===== config.mk =====
export PLATFORM = sky130hd
export DESIGN_NAME = des_block_decrypt
export DESIGN_NICKNAME = d
export VERILOG_FILES = /design/src/rtl/des_pkg.sv /design/src/rtl/des_key_schedule.sv /design/src/rtl/des_feistel.sv /design/src/rtl/des_round_engine.sv /design/src/rtl/des_block_decrypt.sv
export SDC_FILE = /design/constraint.sdc
export NUM_CORES = 2
export LEC_CHECK = 0
export ABC_AREA = 1
export CORE_MARGIN = 2
export CORE_UTILIZATION = 55
export DETAILED_ROUTE_END_ITERATION = 10
export DONT_BUFFER_PORTS = 1
export GPL_TIMING_DRIVEN = 1
export HOLD_SLACK_MARGIN = 0.02
export MAX_ROUTING_LAYER = met4
export PLACE_DENSITY = 0.7
export SETUP_SLACK_MARGIN = 0.02
export SYNTH_ARGS = -nofsm -noshare
export SYNTH_HDL_FRONTEND = slang
export SYNTH_HIERARCHICAL = 1
export SYNTH_SLANG_ARGS = --single-unit

===== constraint.sdc =====
create_clock -name clk -period 6 [get_ports clk]
set_clock_uncertainty 0.05 [all_clocks]
set_input_delay 1.2 -clock clk [delete_from_list [all_inputs] [get_ports clk]]
set_output_delay 1.2 -clock clk [all_outputs]
set_load 0.005 [all_outputs]

===== src/rtl/des_pkg.sv =====
package des_pkg;

   localparam int unsigned DES_BLOCK = 64;
   localparam int unsigned DES_KEY   = 64;
   localparam int unsigned DES_HALF  = 32;
   localparam int unsigned DES_CD    = 28;
   localparam int unsigned DES_SUB   = 48;
   localparam int unsigned DES_ROUND = 16;

   localparam logic [6:0] IP_T [64] = '{
      58, 50, 42, 34, 26, 18, 10,  2, 60, 52, 44, 36, 28, 20, 12,  4,
      62, 54, 46, 38, 30, 22, 14,  6, 64, 56, 48, 40, 32, 24, 16,  8,
      57, 49, 41, 33, 25, 17,  9,  1, 59, 51, 43, 35, 27, 19, 11,  3,
      61, 53, 45, 37, 29, 21, 13,  5, 63, 55, 47, 39, 31, 23, 15,  7};

   localparam logic [6:0] FP_T [64] = '{
      40,  8, 48, 16, 56, 24, 64, 32, 39,  7, 47, 15, 55, 23, 63, 31,
      38,  6, 46, 14, 54, 22, 62, 30, 37,  5, 45, 13, 53, 21, 61, 29,
      36,  4, 44, 12, 52, 20, 60, 28, 35,  3, 43, 11, 51, 19, 59, 27,
      34,  2, 42, 10, 50, 18, 58, 26, 33,  1, 41,  9, 49, 17, 57, 25};

   localparam logic [5:0] E_T [48] = '{
      32,  1,  2,  3,  4,  5,  4,  5,  6,  7,  8,  9,
       8,  9, 10, 11, 12, 13, 12, 13, 14, 15, 16, 17,
      16, 17, 18, 19, 20, 21, 20, 21, 22, 23, 24, 25,
      24, 25, 26, 27, 28, 29, 28, 29, 30, 31, 32,  1};

   localparam logic [5:0] P_T [32] = '{
      16,  7, 20, 21, 29, 12, 28, 17,  1, 15, 23, 26,  5, 18, 31, 10,
       2,  8, 24, 14, 32, 27,  3,  9, 19, 13, 30,  6, 22, 11,  4, 25};

   localparam logic [6:0] PC1_T [56] = '{
      57, 49, 41, 33, 25, 17,  9,  1, 58, 50, 42, 34, 26, 18,
      10,  2, 59, 51, 43, 35, 27, 19, 11,  3, 60, 52, 44, 36,
      63, 55, 47, 39, 31, 23, 15,  7, 62, 54, 46, 38, 30, 22,
      14,  6, 61, 53, 45, 37, 29, 21, 13,  5, 28, 20, 12,  4};

   localparam logic [5:0] PC2_T [48] = '{
      14, 17, 11, 24,  1,  5,  3, 28, 15,  6, 21, 10,
      23, 19, 12,  4, 26,  8, 16,  7, 27, 20, 13,  2,
      41, 52, 31, 37, 47, 55, 30, 40, 51, 45, 33, 48,
      44, 49, 39, 56, 34, 53, 46, 42, 50, 36, 29, 32};

   localparam logic [3:0] SB1 [64] = '{
      14,  4, 13,  1,  2, 15, 11,  8,  3, 10,  6, 12,  5,  9,  0,  7,
       0, 15,  7,  4, 14,  2, 13,  1, 10,  6, 12, 11,  9,  5,  3,  8,
       4,  1, 14,  8, 13,  6,  2, 11, 15, 12,  9,  7,  3, 10,  5,  0,
      15, 12,  8,  2,  4,  9,  1,  7,  5, 11,  3, 14, 10,  0,  6, 13};
   localparam logic [3:0] SB2 [64] = '{
      15,  1,  8, 14,  6, 11,  3,  4,  9,  7,  2, 13, 12,  0,  5, 10,
       3, 13,  4,  7, 15,  2,  8, 14, 12,  0,  1, 10,  6,  9, 11,  5,
       0, 14,  7, 11, 10,  4, 13,  1,  5,  8, 12,  6,  9,  3,  2, 15,
      13,  8, 10,  1,  3, 15,  4,  2, 11,  6,  7, 12,  0,  5, 14,  9};
   localparam logic [3:0] SB3 [64] = '{
      10,  0,  9, 14,  6,  3, 15,  5,  1, 13, 12,  7, 11,  4,  2,  8,
      13,  7,  0,  9,  3,  4,  6, 10,  2,  8,  5, 14, 12, 11, 15,  1,
      13,  6,  4,  9,  8, 15,  3,  0, 11,  1,  2, 12,  5, 10, 14,  7,
       1, 10, 13,  0,  6,  9,  8,  7,  4, 15, 14,  3, 11,  5,  2, 12};
   localparam logic [3:0] SB4 [64] = '{
       7, 13, 14,  3,  0,  6,  9, 10,  1,  2,  8,  5, 11, 12,  4, 15,
      13,  8, 11,  5,  6, 15,  0,  3,  4,  7,  2, 12,  1, 10, 14,  9,
      10,  6,  9,  0, 12, 11,  7, 13, 15,  1,  3, 14,  5,  2,  8,  4,
       3, 15,  0,  6, 10,  1, 13,  8,  9,  4,  5, 11, 12,  7,  2, 14};
   localparam logic [3:0] SB5 [64] = '{
       2, 12,  4,  1,  7, 10, 11,  6,  8,  5,  3, 15, 13,  0, 14,  9,
      14, 11,  2, 12,  4,  7, 13,  1,  5,  0, 15, 10,  3,  9,  8,  6,
       4,  2,  1, 11, 10, 13,  7,  8, 15,  9, 12,  5,  6,  3,  0, 14,
      11,  8, 12,  7,  1, 14,  2, 13,  6, 15,  0,  9, 10,  4,  5,  3};
   localparam logic [3:0] SB6 [64] = '{
      12,  1, 10, 15,  9,  2,  6,  8,  0, 13,  3,  4, 14,  7,  5, 11,
      10, 15,  4,  2,  7, 12,  9,  5,  6,  1, 13, 14,  0, 11,  3,  8,
       9, 14, 15,  5,  2,  8, 12,  3,  7,  0,  4, 10,  1, 13, 11,  6,
       4,  3,  2, 12,  9,  5, 15, 10, 11, 14,  1,  7,  6,  0,  8, 13};
   localparam logic [3:0] SB7 [64] = '{
       4, 11,  2, 14, 15,  0,  8, 13,  3, 12,  9,  7,  5, 10,  6,  1,
      13,  0, 11,  7,  4,  9,  1, 10, 14,  3,  5, 12,  2, 15,  8,  6,
       1,  4, 11, 13, 12,  3,  7, 14, 10, 15,  6,  8,  0,  5,  9,  2,
       6, 11, 13,  8,  1,  4, 10,  7,  9,  5,  0, 15, 14,  2,  3, 12};
   localparam logic [3:0] SB8 [64] = '{
      13,  2,  8,  4,  6, 15, 11,  1, 10,  9,  3, 14,  5,  0, 12,  7,
       1, 15, 13,  8, 10,  3,  7,  4, 12,  5,  6, 11,  0, 14,  9,  2,
       7, 11,  4,  1,  9, 12, 14,  2,  0,  6, 10, 13, 15,  3,  5,  8,
       2,  1, 14,  7,  4, 10,  8, 13, 15, 12,  9,  0,  3,  5,  6, 11};

   // Bit positions count from 1 at the most significant bit.
   function automatic logic [63:0] perm_initial(input logic [63:0] x);
      logic [63:0] r;
      for (int i = 0; i < 64; i++) r[63-i] = x[64-int'(IP_T[i])];
      return r;
   endfunction

   function automatic logic [63:0] perm_final(input logic [63:0] x);
      logic [63:0] r;
      for (int i = 0; i < 64; i++) r[63-i] = x[64-int'(FP_T[i])];
      return r;
   endfunction

   function automatic logic [47:0] expand(input logic [31:0] x);
      logic [47:0] r;
      for (int i = 0; i < 48; i++) r[47-i] = x[32-int'(E_T[i])];
      return r;
   endfunction

   function automatic logic [31:0] perm_p(input logic [31:0] x);
      logic [31:0] r;
      for (int i = 0; i < 32; i++) r[31-i] = x[32-int'(P_T[i])];
      return r;
   endfunction

   function automatic logic [55:0] choice1(input logic [63:0] k);
      logic [55:0] r;
      for (int i = 0; i < 56; i++) r[55-i] = k[64-int'(PC1_T[i])];
      return r;
   endfunction

   function automatic logic [47:0] choice2(input logic [55:0] cd);
      logic [47:0] r;
      for (int i = 0; i < 48; i++) r[47-i] = cd[56-int'(PC2_T[i])];
      return r;
   endfunction

   function automatic logic [3:0] sbox(input int n, input logic [5:0] x);
      logic [5:0] idx;
      idx = {x[5], x[0], x[4:1]};
      case (n)
         0: return SB1[idx];
         1: return SB2[idx];
         2: return SB3[idx];
         3: return SB4[idx];
         4: return SB5[idx];
         5: return SB6[idx];
         6: return SB7[idx];
         default: return SB8[idx];
      endcase
   endfunction

   // Schedule steps 0, 1, 8 and 15 rotate by one place, all others by two.
   function automatic logic single_step(input int step);
      return (step == 0) || (step == 1) || (step == 8) || (step == 15);
   endfunction

   function automatic logic [27:0] rotl28(input logic [27:0] x, input logic one);
      return one ? {x[26:0], x[27]} : {x[25:0], x[27:26]};
   endfunction

endpackage


===== src/rtl/des_key_schedule.sv =====
module des_key_schedule #(
   parameter int unsigned ROUNDS           = 16,
   parameter bit          KEY_BYTE_REVERSE = 1'b1,
   localparam int unsigned CW              = $clog2(ROUNDS)
) (
   input  logic                     clk,
   input  logic                     rst_n,
   input  logic                     load,
   input  logic [63:0]              key,
   output logic                     busy,
   output logic                     ready,
   output logic [ROUNDS-1:0][47:0]  subkeys
);
   import des_pkg::*;

   logic [63:0]   key_eff;
   logic [27:0]   c_q, d_q, c_nx, d_nx;
   logic [CW-1:0] cnt_q;
   logic          busy_q, ready_q;

   generate
      if (KEY_BYTE_REVERSE) begin : g_swap
         for (genvar b = 0; b < 8; b++) begin : g_byte
            assign key_eff[8*b +: 8] = key[8*(7-b) +: 8];
         end
      end else begin : g_direct
         assign key_eff = key;
      end
   endgenerate

   always_comb begin
      c_nx = rotl28(c_q, single_step(int'(cnt_q)));
      d_nx = rotl28(d_q, single_step(int'(cnt_q)));
   end

   always_ff @(posedge clk or negedge rst_n) begin
      if (!rst_n) begin
         c_q     <= '0;
         d_q     <= '0;
         cnt_q   <= '0;
         busy_q  <= 1'b0;
         ready_q <= 1'b0;
         subkeys <= '0;
      end else if (load) begin
         {c_q, d_q} <= choice1(key_eff);
         cnt_q      <= '0;
         busy_q     <= 1'b1;
         ready_q    <= 1'b0;
      end else if (busy_q) begin
         c_q            <= c_nx;
         d_q            <= d_nx;
         subkeys[cnt_q] <= choice2({c_nx, d_nx});
         cnt_q          <= cnt_q + 1'b1;
         if (cnt_q == CW'(ROUNDS-1)) begin
            busy_q  <= 1'b0;
            ready_q <= 1'b1;
         end
      end
   end

   assign busy  = busy_q;
   assign ready = ready_q;

   // the key store is never marked ready while a schedule runs.
   a_r2_ready_excl_busy: assert property (@(posedge clk) disable iff (!rst_n)
      busy |-> !ready);
   // a load always leaves the schedule running on the next cycle.
   a_r2_load_starts: assert property (@(posedge clk) disable iff (!rst_n)
      load |=> busy);

endmodule


===== src/rtl/des_feistel.sv =====
module des_feistel (
   input  logic [31:0] half,
   input  logic [47:0] subkey,
   output logic [31:0] mix
);
   import des_pkg::*;

   logic [47:0] e_x;
   logic [31:0] s_out;

   assign e_x = expand(half) ^ subkey;

   generate
      for (genvar b = 0; b < 8; b++) begin : g_box
         assign s_out[31-4*b -: 4] = sbox(b, e_x[47-6*b -: 6]);
      end
   endgenerate

   assign mix = perm_p(s_out);

endmodule


===== src/rtl/des_round_engine.sv =====
module des_round_engine #(
   parameter int unsigned ROUNDS        = 16,
   parameter bit          ALLOW_ENCRYPT = 1'b1,
   localparam int unsigned RW           = $clog2(ROUNDS)
) (
   input  logic                     clk,
   input  logic                     rst_n,
   input  logic                     key_ok,
   input  logic [ROUNDS-1:0][47:0]  subkeys,
   input  logic                     mode_encrypt,
   input  logic                     in_valid,
   output logic                     in_ready,
   input  logic [63:0]              in_block,
   output logic                     out_valid,
   output logic [63:0]              out_block,
   output logic                     in_flight
);
   import des_pkg::*;

   logic [31:0]   l_q, r_q, f_out;
   logic [63:0]   ip_x;
   logic [RW-1:0] rnd_q, sk_idx;
   logic          run_q, fin_q, enc_q, enc_in, accept;

   generate
      if (ALLOW_ENCRYPT) begin : g_enc
         assign enc_in = mode_encrypt;
      end else begin : g_dec_only
         assign enc_in = mode_encrypt & 1'b0;
      end
   endgenerate

   assign in_ready  = key_ok && !run_q && !fin_q;
   assign accept    = in_valid && in_ready;
   assign in_flight = run_q || fin_q;
   assign ip_x      = perm_initial(in_block);
   assign sk_idx    = enc_q ? rnd_q : (RW'(ROUNDS-1) - rnd_q);

   des_feistel u_feistel (
      .half   (r_q),
      .subkey (subkeys[sk_idx]),
      .mix    (f_out)
   );

   always_ff @(posedge clk or negedge rst_n) begin
      if (!rst_n) begin
         l_q       <= '0;
         r_q       <= '0;
         rnd_q     <= '0;
         run_q     <= 1'b0;
         fin_q     <= 1'b0;
         enc_q     <= 1'b0;
         out_valid <= 1'b0;
         out_block <= '0;
      end else begin
         out_valid <= 1'b0;
         if (accept) begin
            l_q   <= ip_x[63:32];
            r_q   <= ip_x[31:0];
            rnd_q <= '0;
            enc_q <= enc_in;
            run_q <= 1'b1;
         end else if (run_q) begin
            l_q   <= r_q;
            r_q   <= l_q ^ f_out;
            rnd_q <= rnd_q + 1'b1;
            if (rnd_q == RW'(ROUNDS-1)) begin
               run_q <= 1'b0;
               fin_q <= 1'b1;
            end
         end else if (fin_q) begin
            out_block <= perm_final({r_q, l_q});
            out_valid <= 1'b1;
            fin_q     <= 1'b0;
         end
      end
   end

   // a single block at a time.
   a_r8_closed_after_accept: assert property (@(posedge clk) disable iff (!rst_n)
      (in_valid && in_ready) |=> !in_ready);
   // the result follows one cycle after the last round.
   a_r5_result_after_last: assert property (@(posedge clk) disable iff (!rst_n)
      (run_q && rnd_q == RW'(ROUNDS-1)) |=> !out_valid ##1 out_valid);
   // single-cycle strobe.
   a_r9_single_pulse: assert property (@(posedge clk) disable iff (!rst_n)
      out_valid |=> !out_valid);
   // result held between strobes.
   a_r9_hold: assert property (@(posedge clk) disable iff (!rst_n)
      !out_valid |-> $stable(out_block));

endmodule


===== src/rtl/des_block_decrypt.sv =====
module des_block_decrypt #(
   parameter int unsigned BLOCK_BITS       = 64,
   parameter int unsigned KEY_BITS         = 64,
   parameter int unsigned ROUNDS           = 16,
   parameter bit          KEY_BYTE_REVERSE = 1'b1,
   parameter bit          ALLOW_ENCRYPT    = 1'b1
) (
   input  logic                  clk,
   input  logic                  rst_n,
   input  logic                  key_load,
   input  logic [KEY_BITS-1:0]   key_in,
   input  logic                  mode_encrypt,
   input  logic                  in_valid,
   output logic                  in_ready,
   input  logic [BLOCK_BITS-1:0] in_block,
   output logic                  out_valid,
   output logic [BLOCK_BITS-1:0] out_block
);
   generate
      if (BLOCK_BITS != des_pkg::DES_BLOCK) begin : g_bad_block
         $error("des_block_decrypt: BLOCK_BITS must be 64");
      end
      if (KEY_BITS != des_pkg::DES_KEY) begin : g_bad_key
         $error("des_block_decrypt: KEY_BITS must be 64");
      end
      if (ROUNDS != des_pkg::DES_ROUND) begin : g_bad_rounds
         $error("des_block_decrypt: ROUNDS must be 16");
      end
   endgenerate

   logic                    key_busy, key_ready, sched_load, in_flight;
   logic [ROUNDS-1:0][47:0] subkeys;

   // A key arriving while a block is in flight is dropped.
   assign sched_load = key_load && !in_flight;

   des_key_schedule #(
      .ROUNDS           (ROUNDS),
      .KEY_BYTE_REVERSE (KEY_BYTE_REVERSE)
   ) u_sched (
      .clk     (clk),
      .rst_n   (rst_n),
      .load    (sched_load),
      .key     (key_in),
      .busy    (key_busy),
      .ready   (key_ready),
      .subkeys (subkeys)
   );

   des_round_engine #(
      .ROUNDS        (ROUNDS),
      .ALLOW_ENCRYPT (ALLOW_ENCRYPT)
   ) u_engine (
      .clk          (clk),
      .rst_n        (rst_n),
      .key_ok       (key_ready && !key_busy),
      .subkeys      (subkeys),
      .mode_encrypt (mode_encrypt),
      .in_valid     (in_valid),
      .in_ready     (in_ready),
      .in_block     (in_block),
      .out_valid    (out_valid),
      .out_block    (out_block),
      .in_flight    (in_flight)
   );

   // input closed while subkeys are being computed.
   a_r2_busy_blocks_input: assert property (@(posedge clk) disable iff (!rst_n)
      key_busy |-> !in_ready);
   // a key load during a block does not start the schedule.
   a_r7_load_dropped: assert property (@(posedge clk) disable iff (!rst_n)
      (key_load && in_flight) |=> !key_busy);

endmodule


==> summary.txt <==
Yosys
  – Commonest register cell after synthesis: dfrtp_1
  – Register bit total from synthesis: 966
  – Mapped Avg Cell Area: 7.399 um^2
  – YS warnings: 6
  – Synth top area cells: dfrtp_1 (46%), nand3_1 (12%), nand2_1 (11%)
  – Synth top area share: 0.4591
  – Gate Count Post-Synth: 7,116
  – Yosys top cell by area: dfrtp_1
  – EDFF count, synth: 0
  – Syn_nets: 7,312
  – Number of distinct library cells after synthesis: 40
  – Sequential-to-total area share from yosys stat: 0.4591
  – Synthesized area: ~53,000 um^2
  – FFs w/ async S/R, synth: 1.000

STA
  – Achievable Freq: 204.8 MHz
  – Worst setup margin: 1117 ps
  – Slew of the pin with the lowest slew margin: 1269 ps
  – Max Slew Vio Count: 0
  – Final Cycle Share: 0.8138
  – Final min period: 4883 ps
  – Final Hold Vio Count: 0
  – Slew headroom: 0.1521
  – Final setup fails: 0
  – Setup TNS: 0 ps
  – Hold_ws: about 160 ps
  – RSZ-0062 raised after global routing: no

Global routing
  – Largest net degree at the start of global routing: approximately 970
  – Initial antenna violation count: 15
  – Grt met2 use: 0.5069
  – Gr usage total: 0.3464
  – Global route hottest layer: met2
  – Vias in the first global route: 43,630
  – Met3 Usage GRT: 0.08655
  – First-pass GRT wire length: 257.6 mm
  – Total grt overflow: 0
  – Routing usage on met1: 0.4853

Detailed routing
  – Drc violations: 0
  – Iter 0 DRT Violations: ~5,800
  – DR WL/cell: roughly 20 um
  – Via count: 47,430
  – Pre-Repair DR Iteration Count: 6
  – Number of nets still failing antenna checks after routing: 0
  – Vias/cell: 5.806
  – DRT Wirelength: around 170 mm

Final layout
  – Final Cell Area: 56,760 um^2
  – Fillcell total: 8,701
  – Area of the multi-input gates: roughly 23,000 um^2
  – Area Growth Syn to Fin: 7.806%
  – Nets@finish: approximately 7,000
  – Share of cells above drive strength 1: 0.05094
  – Register area: 24,170 um^2

Die
  – Ports: 199
  – Die area: 98,220 um^2
  – Row count: approximately 110
  – Die Span Y: 313.4 um
  – Core area: roughly 95,000 um^2
  – Die W: 313.4 um
  – Starting density of the core: 0.5550

Critical path
  – Crit path top cell by count: nand2_1
  – Slowest stage cell, crit path: buf_4
  – Critical Path, Cell by Cell: nand2_4 -> buf_12 -> buf_4 -> nand3_1 -> nand3_1 -> nand3_1 -> nand3_1 -> nand2_1 -> inv_1 -> nand2_1 -> nand2_1 -> inv_1 -> ha_1 -> nand2_1 -> nand2_1 -> a21oi_1 -> nand2_1 -> nand3_1 -> nand2_1 -> xnor2_1 -> o221ai_1
  – CP arrival: 5340 ps
  – Buf+Inv Stages, Crit Path: 4
  – Crit-path leading delay family: simple AND/OR/NAND/NOR gates
  – CP Launch Type: flip-flop
  – Worst path required time: 6460 ps
  – CP max FO: 116
  – Crit Path Class: reg2reg
  – Worst Setup End Kind: flip-flop
  – Worst path max stage delay: 610 ps

Clock network
  – CTS root buf: clkbuf_16
  – Clock Path Buffers: 3
  – CTS resizes: 0
  – CTS sink cnt: a little under 1,000
  – Worst skew pair latency: 710 ps
  – Clock-pin slew of the registers on the worst-case setup and hold paths: 60 ps
  – Number of setup buffers added after CTS: 0
  – CTS hold repair buffers: 0
  – H-tree depth: 3
  – Num CTS Buffers: 105
  – CTS tree: built

Place
  – Placed instance area: between 50,000 and 60,000 um^2
  – GPL Wtd Cong: between 0.8 and 0.9
  – Port Buf Inserts: 0
  – HPWL Detailed: ~97 mm
  – Place WS: 1187 ps

Flow run
  – Maxcap violations: 0

Hold path
  – Worst hold path class: in2async

Outcome
  – Status: complete, no violations
[cell usage after synthesis, types with 3 or more instances]
library cell and n:
buf_2 292, o21ai_0 334, nand3_1 1225, nor2_2 11, nand3_2 3, nor2_1 598, clkbuf_1 176, xnor2_1 59
nand3b_1 48, nand4_1 60, nand2_2 9, ha_1 63, or2_2 3, a21oi_1 592, inv_1 924, a22oi_1 48
o21ai_1 15, buf_6 8, dfrtp_1 966, buf_1 15, o221ai_1 64, xnor2_2 12, nand2_1 1500, xor2_2 4
buf_4 16, inv_2 18, nor3_2 3, xor2_1 13, o211ai_1 24
[through the flow]
| stage | utilization | std cells |
|---|---|---|
| finish | 0.5983 | 8169 |
| global route | 0.5983 | 8169 |
| CTS | 0.5968 | 8152 |
| detailed placement | 0.5580 | 7954 |
| global placement | 0.5580 | 7954 |
| floorplan | - | 7116 |
[sequential cells by signal (all words and copies together) (netlist names), 4 cells and up]
register	count
u_engine/l_q	32
u_engine/out_block	64
u_engine/r_q	32
u_engine/rnd_q	4
u_sched/c_q	28
u_sched/cnt_q	4
u_sched/d_q	28
u_sched/subkeys	768
[cells in the final DEF (no fill, tap or decap), drive strengths merged, types with 3 or more instances in the layout]
master / n
inv: 944
diode: 13
or2: 3
nand3: 1228
a21oi: 593
dfrtp: 966
a22oi: 48
buf: 85
nor3: 3
o211ai: 24
o21ai: 350
o221ai: 64
clkbuf: 160
xnor2: 72
clkinv: 27
nor2: 609
bufinv: 9
xor2: 17
nand4: 60
clkinvlp: 3
ha: 63
nand2: 1511
nand3b: 48
[area by class of cell]
type | count | share of cell area
Tap cell | 1265 | 0.02788
Clock buffer | 160 | 0.05579
Antenna cell | 13 | 0.0005731
Clock inverter | 38 | 0.009126
Multi-Input combinational cell | 4697 | 0.4011
Inverter | 945 | 0.06260
Timing Repair Buffer | 85 | 0.01706
Sequential cell | 966 | 0.4259
[final timing paths]
check / endpoint / startpoint / cells past startpoint / slack [ps]
min in group clk: u_sched/subkeys[759]$_DFFE_PN0P_ / u_sched/subkeys[759]$_DFFE_PN0P_ / 2 / 430
worst max-delay path: u_engine/r_q[25]$_DFFE_PN0P_ / u_engine/enc_q$_DFFE_PN0P_ / 21 / 1120
worst min-delay path: u_engine/out_block[49]$_DFFE_PN0P_ / rst_n / 0 / 160
worst max register to register: u_engine/r_q[25]$_DFFE_PN0P_ / u_engine/enc_q$_DFFE_PN0P_ / 21 / 1120
worst min register to register: u_sched/subkeys[759]$_DFFE_PN0P_ / u_sched/subkeys[759]$_DFFE_PN0P_ / 2 / 430
max in group asynchronous: u_sched/subkeys[562]$_DFFE_PN0P_ / rst_n / 2 / 3470
[metal layers]
layer  vias to the layer above  share of wire
met2                      2304           0.43
met4                         0          0.020
met3                       267           0.12
met5                         -              0
li1                      22260              -
met1                     22600           0.43
[cells by family (layout without fill, tap and decap cells)]
family                     count (synthesis)  count (layout)  share of synthesized area
DFF                                      966             966                     0.4591
adders and majority gates                 63              63                    0.01497
AOI/OAI and AO/OA                       1083            1083                     0.1113
other                                      0              13                          0
xor gates and xnor gates                  89              89                    0.01744
buffers and inverters                   1453            1228                     0.1129
and+or+nand+nor                         3462            3462                     0.2843
Power is not shown: default switching activity piles up to over one toggle a cycle in this logic, so the estimate is an artifact.
